**src/rtl/xfer_pkg.sv**
```systemverilog
package xfer_pkg;
  localparam int DW = 32;

  // control bit positions
  localparam int CTL_EN     = 0;
  localparam int CTL_IE_DN  = 1;
  localparam int CTL_IE_HF  = 2;
  localparam int CTL_IE_ER  = 3;
  localparam int CTL_DIR    = 4;
  localparam int CTL_CIRC   = 5;
  localparam int CTL_PINC   = 6;
  localparam int CTL_MINC   = 7;
  localparam int CTL_PSZ    = 8;
  localparam int CTL_MSZ    = 10;
  localparam int CTL_PRIO   = 12;
  localparam int CTL_M2M    = 14;
  localparam int CTL_W      = 15;

  // register selects
  localparam logic [1:0] SEL_CTRL  = 2'd0;
  localparam logic [1:0] SEL_COUNT = 2'd1;
  localparam logic [1:0] SEL_PBASE = 2'd2;
  localparam logic [1:0] SEL_MBASE = 2'd3;

  localparam int SIDE_PER = 0;
  localparam int SIDE_MEM = 1;
  localparam int N_SIDES  = 2;

  function automatic logic [2:0] size_step(input logic [1:0] sz);
    case (sz)
      2'b00:   size_step = 3'd1;
      2'b01:   size_step = 3'd2;
      default: size_step = 3'd4;
    endcase
  endfunction

  function automatic logic [1:0] size_lowmask(input logic [1:0] sz);
    case (sz)
      2'b00:   size_lowmask = 2'b00;
      2'b01:   size_lowmask = 2'b01;
      default: size_lowmask = 2'b11;
    endcase
  endfunction

  function automatic logic [DW-1:0] size_datamask(input logic [1:0] sz);
    case (sz)
      2'b00:   size_datamask = DW'(32'h0000_00FF);
      2'b01:   size_datamask = DW'(32'h0000_FFFF);
      default: size_datamask = {DW{1'b1}};
    endcase
  endfunction
endpackage

```
**src/rtl/xfer_regs.sv**
```systemverilog
module xfer_regs
  import xfer_pkg::*;
#(
  parameter int ADDR_W = 32,
  parameter int CNT_W  = 16
) (
  input  logic                 clk,
  input  logic                 rst,
  input  logic                 wr_en,
  input  logic [1:0]           sel,
  input  logic [DW-1:0]        wr_data,
  output logic [DW-1:0]        rd_data,
  input  logic                 item_done,
  input  logic                 reload,
  input  logic                 err_stop,
  output logic [CTL_W-1:0]     ctrl,
  output logic [CNT_W-1:0]     cnt,
  output logic [CNT_W-1:0]     cnt_prog,
  output logic [ADDR_W-1:0]    pbase,
  output logic [ADDR_W-1:0]    mbase
);
  logic cnt_wr;
  assign cnt_wr = wr_en && (sel == SEL_COUNT) && !ctrl[CTL_EN];

  always_ff @(posedge clk) begin
    if (rst) begin
      ctrl     <= '0;
      cnt      <= '0;
      cnt_prog <= '0;
      pbase    <= '0;
      mbase    <= '0;
    end else begin
      if (wr_en && sel == SEL_CTRL) ctrl <= wr_data[CTL_W-1:0];
      if (err_stop) ctrl[CTL_EN] <= 1'b0;
      if (cnt_wr) begin
        cnt      <= wr_data[CNT_W-1:0];
        cnt_prog <= wr_data[CNT_W-1:0];
      end else if (item_done) begin
        cnt <= reload ? cnt_prog : cnt - CNT_W'(1);
      end
      if (wr_en && sel == SEL_PBASE) pbase <= wr_data[ADDR_W-1:0];
      if (wr_en && sel == SEL_MBASE) mbase <= wr_data[ADDR_W-1:0];
    end
  end

  always_comb begin
    case (sel)
      SEL_CTRL:  rd_data = DW'(ctrl);
      SEL_COUNT: rd_data = DW'(cnt);
      SEL_PBASE: rd_data = DW'(pbase);
      default:   rd_data = DW'(mbase);
    endcase
  end

  // a running channel only moves its count by completing items
  p_cnt_frozen_r8: assert property (@(posedge clk) disable iff (rst)
    (ctrl[CTL_EN] && !item_done) |=> $stable(cnt));
endmodule

```
**src/rtl/xfer_addr_gen.sv**
```systemverilog
module xfer_addr_gen
  import xfer_pkg::*;
#(
  parameter int ADDR_W = 32
) (
  input  logic              clk,
  input  logic              rst,
  input  logic              load,
  input  logic              advance,
  input  logic              inc,
  input  logic [1:0]        size,
  input  logic [ADDR_W-1:0] base,
  output logic [ADDR_W-1:0] addr_o
);
  logic [ADDR_W-1:0] ptr;

  always_ff @(posedge clk) begin
    if (rst)                 ptr <= '0;
    else if (load)           ptr <= base;
    else if (advance && inc) ptr <= ptr + ADDR_W'(size_step(size));
  end

  assign addr_o = ptr & ~ADDR_W'(size_lowmask(size));
endmodule

```
**src/rtl/xfer_seq.sv**
```systemverilog
module xfer_seq
  import xfer_pkg::*;
#(
  parameter int ADDR_W = 32,
  parameter int CNT_W  = 16
) (
  input  logic              clk,
  input  logic              rst,
  input  logic              en,
  input  logic              trig,
  input  logic              dir,
  input  logic [1:0]        psize,
  input  logic [1:0]        msize,
  input  logic [ADDR_W-1:0] paddr,
  input  logic [ADDR_W-1:0] maddr,
  input  logic [CNT_W-1:0]  cnt,
  input  logic [CNT_W-1:0]  cnt_prog,
  input  logic              ie_done,
  input  logic              ie_half,
  input  logic              ie_err,
  output logic              m_valid,
  output logic              m_write,
  output logic [ADDR_W-1:0] m_addr,
  output logic [1:0]        m_size,
  output logic [DW-1:0]     m_wdata,
  input  logic              m_ready,
  input  logic [DW-1:0]     m_rdata,
  input  logic              m_err,
  output logic              item_done,
  output logic              err_hit,
  output logic              ev_done,
  output logic              ev_half,
  output logic              ev_err
);
  typedef enum logic [1:0] {S_IDLE, S_RD, S_WR} st_e;
  st_e st;

  logic [ADDR_W-1:0] src_addr, dst_addr;
  logic [1:0]        src_sz, dst_sz;
  logic              start;

  assign src_addr = dir ? maddr : paddr;
  assign dst_addr = dir ? paddr : maddr;
  assign src_sz   = dir ? msize : psize;
  assign dst_sz   = dir ? psize : msize;
  assign start    = en && (cnt != '0) && trig;

  assign item_done = (st == S_WR) && m_ready && !m_err;
  assign err_hit   = (st != S_IDLE) && m_ready && m_err;

  always_ff @(posedge clk) begin
    if (rst) begin
      st      <= S_IDLE;
      m_valid <= 1'b0;
      m_write <= 1'b0;
      m_addr  <= '0;
      m_size  <= '0;
      m_wdata <= '0;
    end else begin
      case (st)
        S_IDLE: if (start) begin
          st      <= S_RD;
          m_valid <= 1'b1;
          m_write <= 1'b0;
          m_addr  <= src_addr;
          m_size  <= src_sz;
        end
        S_RD: if (m_ready) begin
          if (m_err) begin
            st      <= S_IDLE;
            m_valid <= 1'b0;
          end else begin
            st      <= S_WR;
            m_write <= 1'b1;
            m_addr  <= dst_addr;
            m_size  <= dst_sz;
            m_wdata <= m_rdata & size_datamask(src_sz);
          end
        end
        default: if (m_ready) begin
          st      <= S_IDLE;
          m_valid <= 1'b0;
          m_write <= 1'b0;
        end
      endcase
    end
  end

  always_ff @(posedge clk) begin
    if (rst) begin
      ev_done <= 1'b0;
      ev_half <= 1'b0;
      ev_err  <= 1'b0;
    end else begin
      ev_done <= item_done && (cnt == CNT_W'(1)) && ie_done;
      ev_half <= item_done && ((cnt - CNT_W'(1)) == (cnt_prog >> 1)) && ie_half;
      ev_err  <= err_hit && ie_err;
    end
  end

  // an outstanding request keeps its attributes until accepted
  p_req_hold_r4: assert property (@(posedge clk) disable iff (rst)
    (m_valid && !m_ready) |=> (m_valid && $stable(m_addr) && $stable(m_write)
                               && $stable(m_size) && $stable(m_wdata)));

  // an error response ends the item, no write follows
  p_err_drop_r12: assert property (@(posedge clk) disable iff (rst)
    (m_valid && m_ready && m_err) |=> !m_valid);
endmodule

```
**src/rtl/xfer_chan.sv**
```systemverilog
module xfer_chan
  import xfer_pkg::*;
#(
  parameter int ADDR_W = 32,
  parameter int CNT_W  = 16
) (
  input  logic              clk,
  input  logic              rst,
  input  logic              reg_we,
  input  logic [1:0]        reg_sel,
  input  logic [31:0]       reg_wdata,
  output logic [31:0]       reg_rdata,
  input  logic              periph_req,
  output logic              m_valid,
  output logic              m_write,
  output logic [ADDR_W-1:0] m_addr,
  output logic [1:0]        m_size,
  output logic [31:0]       m_wdata,
  input  logic              m_ready,
  input  logic [31:0]       m_rdata,
  input  logic              m_err,
  output logic              ev_done,
  output logic              ev_half,
  output logic              ev_err,
  output logic [1:0]        prio
);
  logic [CTL_W-1:0]  ctrl;
  logic [CNT_W-1:0]  cnt, cnt_prog;
  logic [ADDR_W-1:0] pbase, mbase;
  logic              item_done, err_hit, wrap, ag_load;

  logic [ADDR_W-1:0] side_base [N_SIDES];
  logic [ADDR_W-1:0] side_addr [N_SIDES];
  logic [1:0]        side_sz   [N_SIDES];
  logic              side_inc  [N_SIDES];

  assign wrap    = item_done && ctrl[CTL_CIRC] && (cnt == CNT_W'(1));
  assign ag_load = !ctrl[CTL_EN] || wrap;

  assign side_base[SIDE_PER] = pbase;
  assign side_base[SIDE_MEM] = mbase;
  assign side_sz[SIDE_PER]   = ctrl[CTL_PSZ +: 2];
  assign side_sz[SIDE_MEM]   = ctrl[CTL_MSZ +: 2];
  assign side_inc[SIDE_PER]  = ctrl[CTL_PINC];
  assign side_inc[SIDE_MEM]  = ctrl[CTL_MINC];

  xfer_regs #(.ADDR_W(ADDR_W), .CNT_W(CNT_W)) u_regs (
    .clk(clk), .rst(rst), .wr_en(reg_we), .sel(reg_sel), .wr_data(reg_wdata),
    .rd_data(reg_rdata), .item_done(item_done), .reload(wrap), .err_stop(err_hit),
    .ctrl(ctrl), .cnt(cnt), .cnt_prog(cnt_prog), .pbase(pbase), .mbase(mbase)
  );

  generate
    for (genvar g = 0; g < N_SIDES; g++) begin : g_side
      xfer_addr_gen #(.ADDR_W(ADDR_W)) u_ag (
        .clk(clk), .rst(rst), .load(ag_load), .advance(item_done),
        .inc(side_inc[g]), .size(side_sz[g]), .base(side_base[g]),
        .addr_o(side_addr[g])
      );
    end
  endgenerate

  xfer_seq #(.ADDR_W(ADDR_W), .CNT_W(CNT_W)) u_seq (
    .clk(clk), .rst(rst), .en(ctrl[CTL_EN]),
    .trig(ctrl[CTL_M2M] || periph_req), .dir(ctrl[CTL_DIR]),
    .psize(side_sz[SIDE_PER]), .msize(side_sz[SIDE_MEM]),
    .paddr(side_addr[SIDE_PER]), .maddr(side_addr[SIDE_MEM]),
    .cnt(cnt), .cnt_prog(cnt_prog),
    .ie_done(ctrl[CTL_IE_DN]), .ie_half(ctrl[CTL_IE_HF]), .ie_err(ctrl[CTL_IE_ER]),
    .m_valid(m_valid), .m_write(m_write), .m_addr(m_addr), .m_size(m_size),
    .m_wdata(m_wdata), .m_ready(m_ready), .m_rdata(m_rdata), .m_err(m_err),
    .item_done(item_done), .err_hit(err_hit),
    .ev_done(ev_done), .ev_half(ev_half), .ev_err(ev_err)
  );

  assign prio = ctrl[CTL_PRIO +: 2];

  // issued addresses respect the access size
  p_align_word_r5: assert property (@(posedge clk) disable iff (rst)
    (m_valid && m_size == 2'b10) |-> (m_addr[1:0] == 2'b00));
  p_align_half_r5: assert property (@(posedge clk) disable iff (rst)
    (m_valid && m_size == 2'b01) |-> (m_addr[0] == 1'b0));

  // an idle channel with nothing left to move stays idle
  p_idle_at_zero_r9: assert property (@(posedge clk) disable iff (rst)
    (cnt == '0 && !m_valid) |=> !m_valid);

  // a non-circular done pulse coincides with an empty count
  p_done_empty_r7: assert property (@(posedge clk) disable iff (rst)
    (ev_done && !ctrl[CTL_CIRC]) |-> (cnt == '0));
endmodule

```
**config.mk**
```make
export PLATFORM = sky130hd
export DESIGN_NAME = xfer_chan
export DESIGN_NICKNAME = d
export VERILOG_FILES = /design/src/rtl/xfer_pkg.sv /design/src/rtl/xfer_regs.sv /design/src/rtl/xfer_addr_gen.sv /design/src/rtl/xfer_seq.sv /design/src/rtl/xfer_chan.sv
export SDC_FILE = /design/constraint.sdc
export NUM_CORES = 1
export LEC_CHECK = 0
export ABC_AREA = 1
export BUFFER_PORTS_ARGS = -buffer_cell sky130_fd_sc_hd__buf_2
export CORE_UTILIZATION = 35
export DETAILED_ROUTE_END_ITERATION = 16
export PLACE_DENSITY = 0.62
export SYNTH_ARGS = -nofsm -noshare
export SYNTH_HDL_FRONTEND = slang
export SYNTH_SLANG_ARGS = --single-unit
```
**constraint.sdc**
```tcl
create_clock -name clk -period 2.6 [get_ports clk]
set_clock_uncertainty 0.2 [all_clocks]
set_input_delay 0.39 -clock clk [delete_from_list [all_inputs] [get_ports clk]]
set_output_delay 0.39 -clock clk [all_outputs]
set_load 0.05 [all_outputs]
```
==> flow_summary.yaml <==
status:
  outcome: "finished, final reports clean"
yosys:
  yosys.area.top_type: "dfxtp_1"
  syn_nets: 1953
  syn-cell-area_mm2: 0.0126
  ys_top_cells_by_area: "dfxtp_1 39%, nand2_1 13%, o21ai_0 7.7%"
  syn_inst: 1869
  synth_warnings: 0
  synth_top_flop_cell: "dfxtp_1"
  yosysSeqAreaShare_pct: 39.4
  synth_seq_cells: 248
  synth.distinct_cells: 44
  postSynthAreaPerCell_um2: 6.74
  synth_edf_count: 0
  async_flop_share_pct: 0
  synth_top_area_share_pct: 39.4
pwr:
  p_per_area_mw_per_mm2: 627
  p_seq_share_pct: 40.8
  p_sw_share_pct: 27.7
  pwr-share-comb_pct: 13.5
  ir_drop_uv: 503
  p_leak_nw: 6.45
  power.internal_mw: 7.22
  p_clk_share_pct: 45.7
  total_power_mw: 9.98
  p_sw_mw: 2.76
critical_path:
  cp_data_arrival_time_ns: 1.95
  crit_type: "reg2out"
  path_max_fanout: 6
  endpoint_kind: "primary output"
  critical_path_required_ns: 2.01
  start_kind: "flop"
final_layout:
  diodes: 0
  finalInstanceArea_mm2: 0.0159
  area_delta_synth_final_pct: 26.3
  nets: 2182
  multi_input_area_mm2: 0.00656
  fillers: 3615
  drive_gt1_share_pct: 15.9
  register_area_mm2: 0.00497
route:
  post_drt_via_cell_ratio: 5.27
  post_drt_wl_per_cell_um: 17.6
  num_vias: 13611
  ant_nets: 0
  routed_wl_mm: 45.3
  drtIter0Drc: 1135
  drc: 0
  dr.pass1.iters: 6
grt:
  grt.overflow.total: 0
  grt_max_degree: 89
  antenna_found_initial: 0
  grt_pass1_wl_mm: 70.6
  first_global_vias: 12632
  track_usage_pct: 24.3
clock_network:
  clock-root-buffer: "clkbuf_16"
  cts.sinks: 248
  numCtsBuffers: 29
  clkTransAtPathRegs_ns: 0.07
  htreeDepth: 1
  cts_tree: "built"
  clk_latency_ns: 0.58
  clk_path_buf_depth: 3
die:
  die_width_um: 192
  core_mm2: 0.0355
  start_util_pct: 35.5
  dieArea_mm2: 0.0368
  die_h_um: 192
  num_rows: 69
  ios: 177
sta:
  timing.fmax_ghz: 0.393
  setup_viol: 0
  finalSetupTns_ns: 0
  period_minus_slack_ns: 2.54
  report.final.slew_viol_count: 0
  finalCritPeriodShare_pct: 97.8
  worst_slew_pin_slew_ns: 0.900
  hold_viol_final: 0
  slew_headroom_pct: 39.8
placed_design:
  dpl.hpwl_mm: 33.1
  port-buffer-count: 176
  dpl_cell_area_mm2: 0.0141
  place.gp.congestion: 0.939
worst_hold_path:
  min-delay-path-class: "in2reg"
flow_run:
  drv_cap: 0
-- cells by family after synthesis --
logic type                 share of synthesized area [%]
AOI/OAI and AO/OA                                   20.7
xor gates and xnor gates                            3.03
adders and majority gates                           1.31
buffers and inverters                               9.00
DFF                                                 39.4
and+or+nand+nor                                     26.6
-- through the flow --
step                setup slack [ns]  util (%)  hold WS (ns)  cells
global route                 -0.0192      44.9        0.0312   2582
CTS                           0.0299      44.7       0.00557   2581
floorplan                     0.0368         -         0.227   1869
finish                        0.0577      44.9        0.0224   2582
detailed placement            0.0489      39.8         0.256   2461
global placement              0.0768      39.8         0.249   2461
-- critical path, cell delays in order, from the launching register on --
cell and delay [ns]:
dfxtp_1 0.44, inv_1 0.14, o22ai_1 0.27, a21oi_1 0.07, o21ai_0 0.17, buf_4 0.27
-- path summary, 6_finish.rpt --
kind                                     start                endpoint  slack [ns]  cells after the start
worst min-delay path                     m_err            u_seq.ev_err        0.02                      5
worst max register to register  u_regs.ctrl[8]  g_side[0].u_ag.ptr[16]        0.18                     13
worst max-delay path             u_regs.cnt[9]            reg_rdata[9]        0.06                      5
worst min register to register   u_seq.m_write           u_seq.m_write        0.27                      2
-- cell usage in the layout, fill, tap and decap left out, types with 5 or more instances in the layout --
cell type and count:
a21oi_1 172, a31oi_1 47, buf_12 6, buf_2 174
buf_4 48, bufinv_16 5, clkbuf_16 29, clkbuf_8 10
clkinv_2 5, dfxtp_1 246, dlygate4sd3_1 66, ha_1 9
inv_1 180, inv_2 7, nand2_1 433, nand2_2 7
nand3_1 81, nand3b_1 6, nand4_1 18, nor2_1 198
nor2_2 14, nor2_4 6, nor3_1 21, o211ai_1 14
o21ai_0 192, o21ai_1 5, o22ai_1 40, or2_2 6
xnor2_1 12, xor2_1 28
-- layout make-up --
| cell class | instances | share of cell area (%) |
|---|---|---|
| Multi-Input combinational cell | 1335 | 41.2 |
| Sequential cell | 248 | 31.2 |
| Timing Repair Buffer | 294 | 12.6 |
| Clock buffer | 42 | 5.50 |
| Inverter | 190 | 4.54 |
| Tap cell | 461 | 3.62 |
| Clock inverter | 12 | 1.28 |
-- power by group through the flow --
stage               Sequential (mW)  Clock [mW]  Combinational, mW
finish                         4.08        4.56               1.35
global route                   4.09        4.79               1.47
CTS                            4.07        4.64               1.33
detailed placement             4.15           0               1.25
global placement               4.15           0               1.24
floorplan                      4.21           0              0.755
-- Yosys cell counts, types with 14 or more instances --
cell type and n:
nand3_1 82, o22ai_1 40, nand2_1 436, buf_2 19
o211ai_1 14, a31oi_1 47, inv_1 184, xor2_1 29
nand4_1 18, nor2_1 206, clkbuf_1 68, a21oi_1 172
nor3_1 21, dfxtp_1 248, o21ai_0 194
-- timing repair --
action | CTS | global route
resized for setup | 0 | 22
hold endpoints to repair | 121 | 0
hold buffers | 66 | 0
buffers inserted | 0 | 1
setup endpoints to repair | 0 | 31
-- state kept, by name (all words and copies together), names as in the netlist, 2 cells and up --
signal and flops:
u_regs.cnt_prog 16, u_regs.ctrl 15, g_side.u_ag.ptr 64, u_seq.st 2, u_regs.mbase 32, u_seq.m_addr 32, u_seq.m_wdata 32, u_seq.m_size 2
u_regs.cnt 16, u_regs.pbase 32
-- routing by layer --
layer / GRT usage, % / vias up / share of wire, %
met5: 0 / - / 0
met4: 7.36 / 0 / 2.8
met3: 3.44 / 86 / 6.9
met2: 38.7 / 520 / 45
met1: 33.8 / 6383 / 46
li1: - / 6622 / -
(Power assumes the default switching activity.)
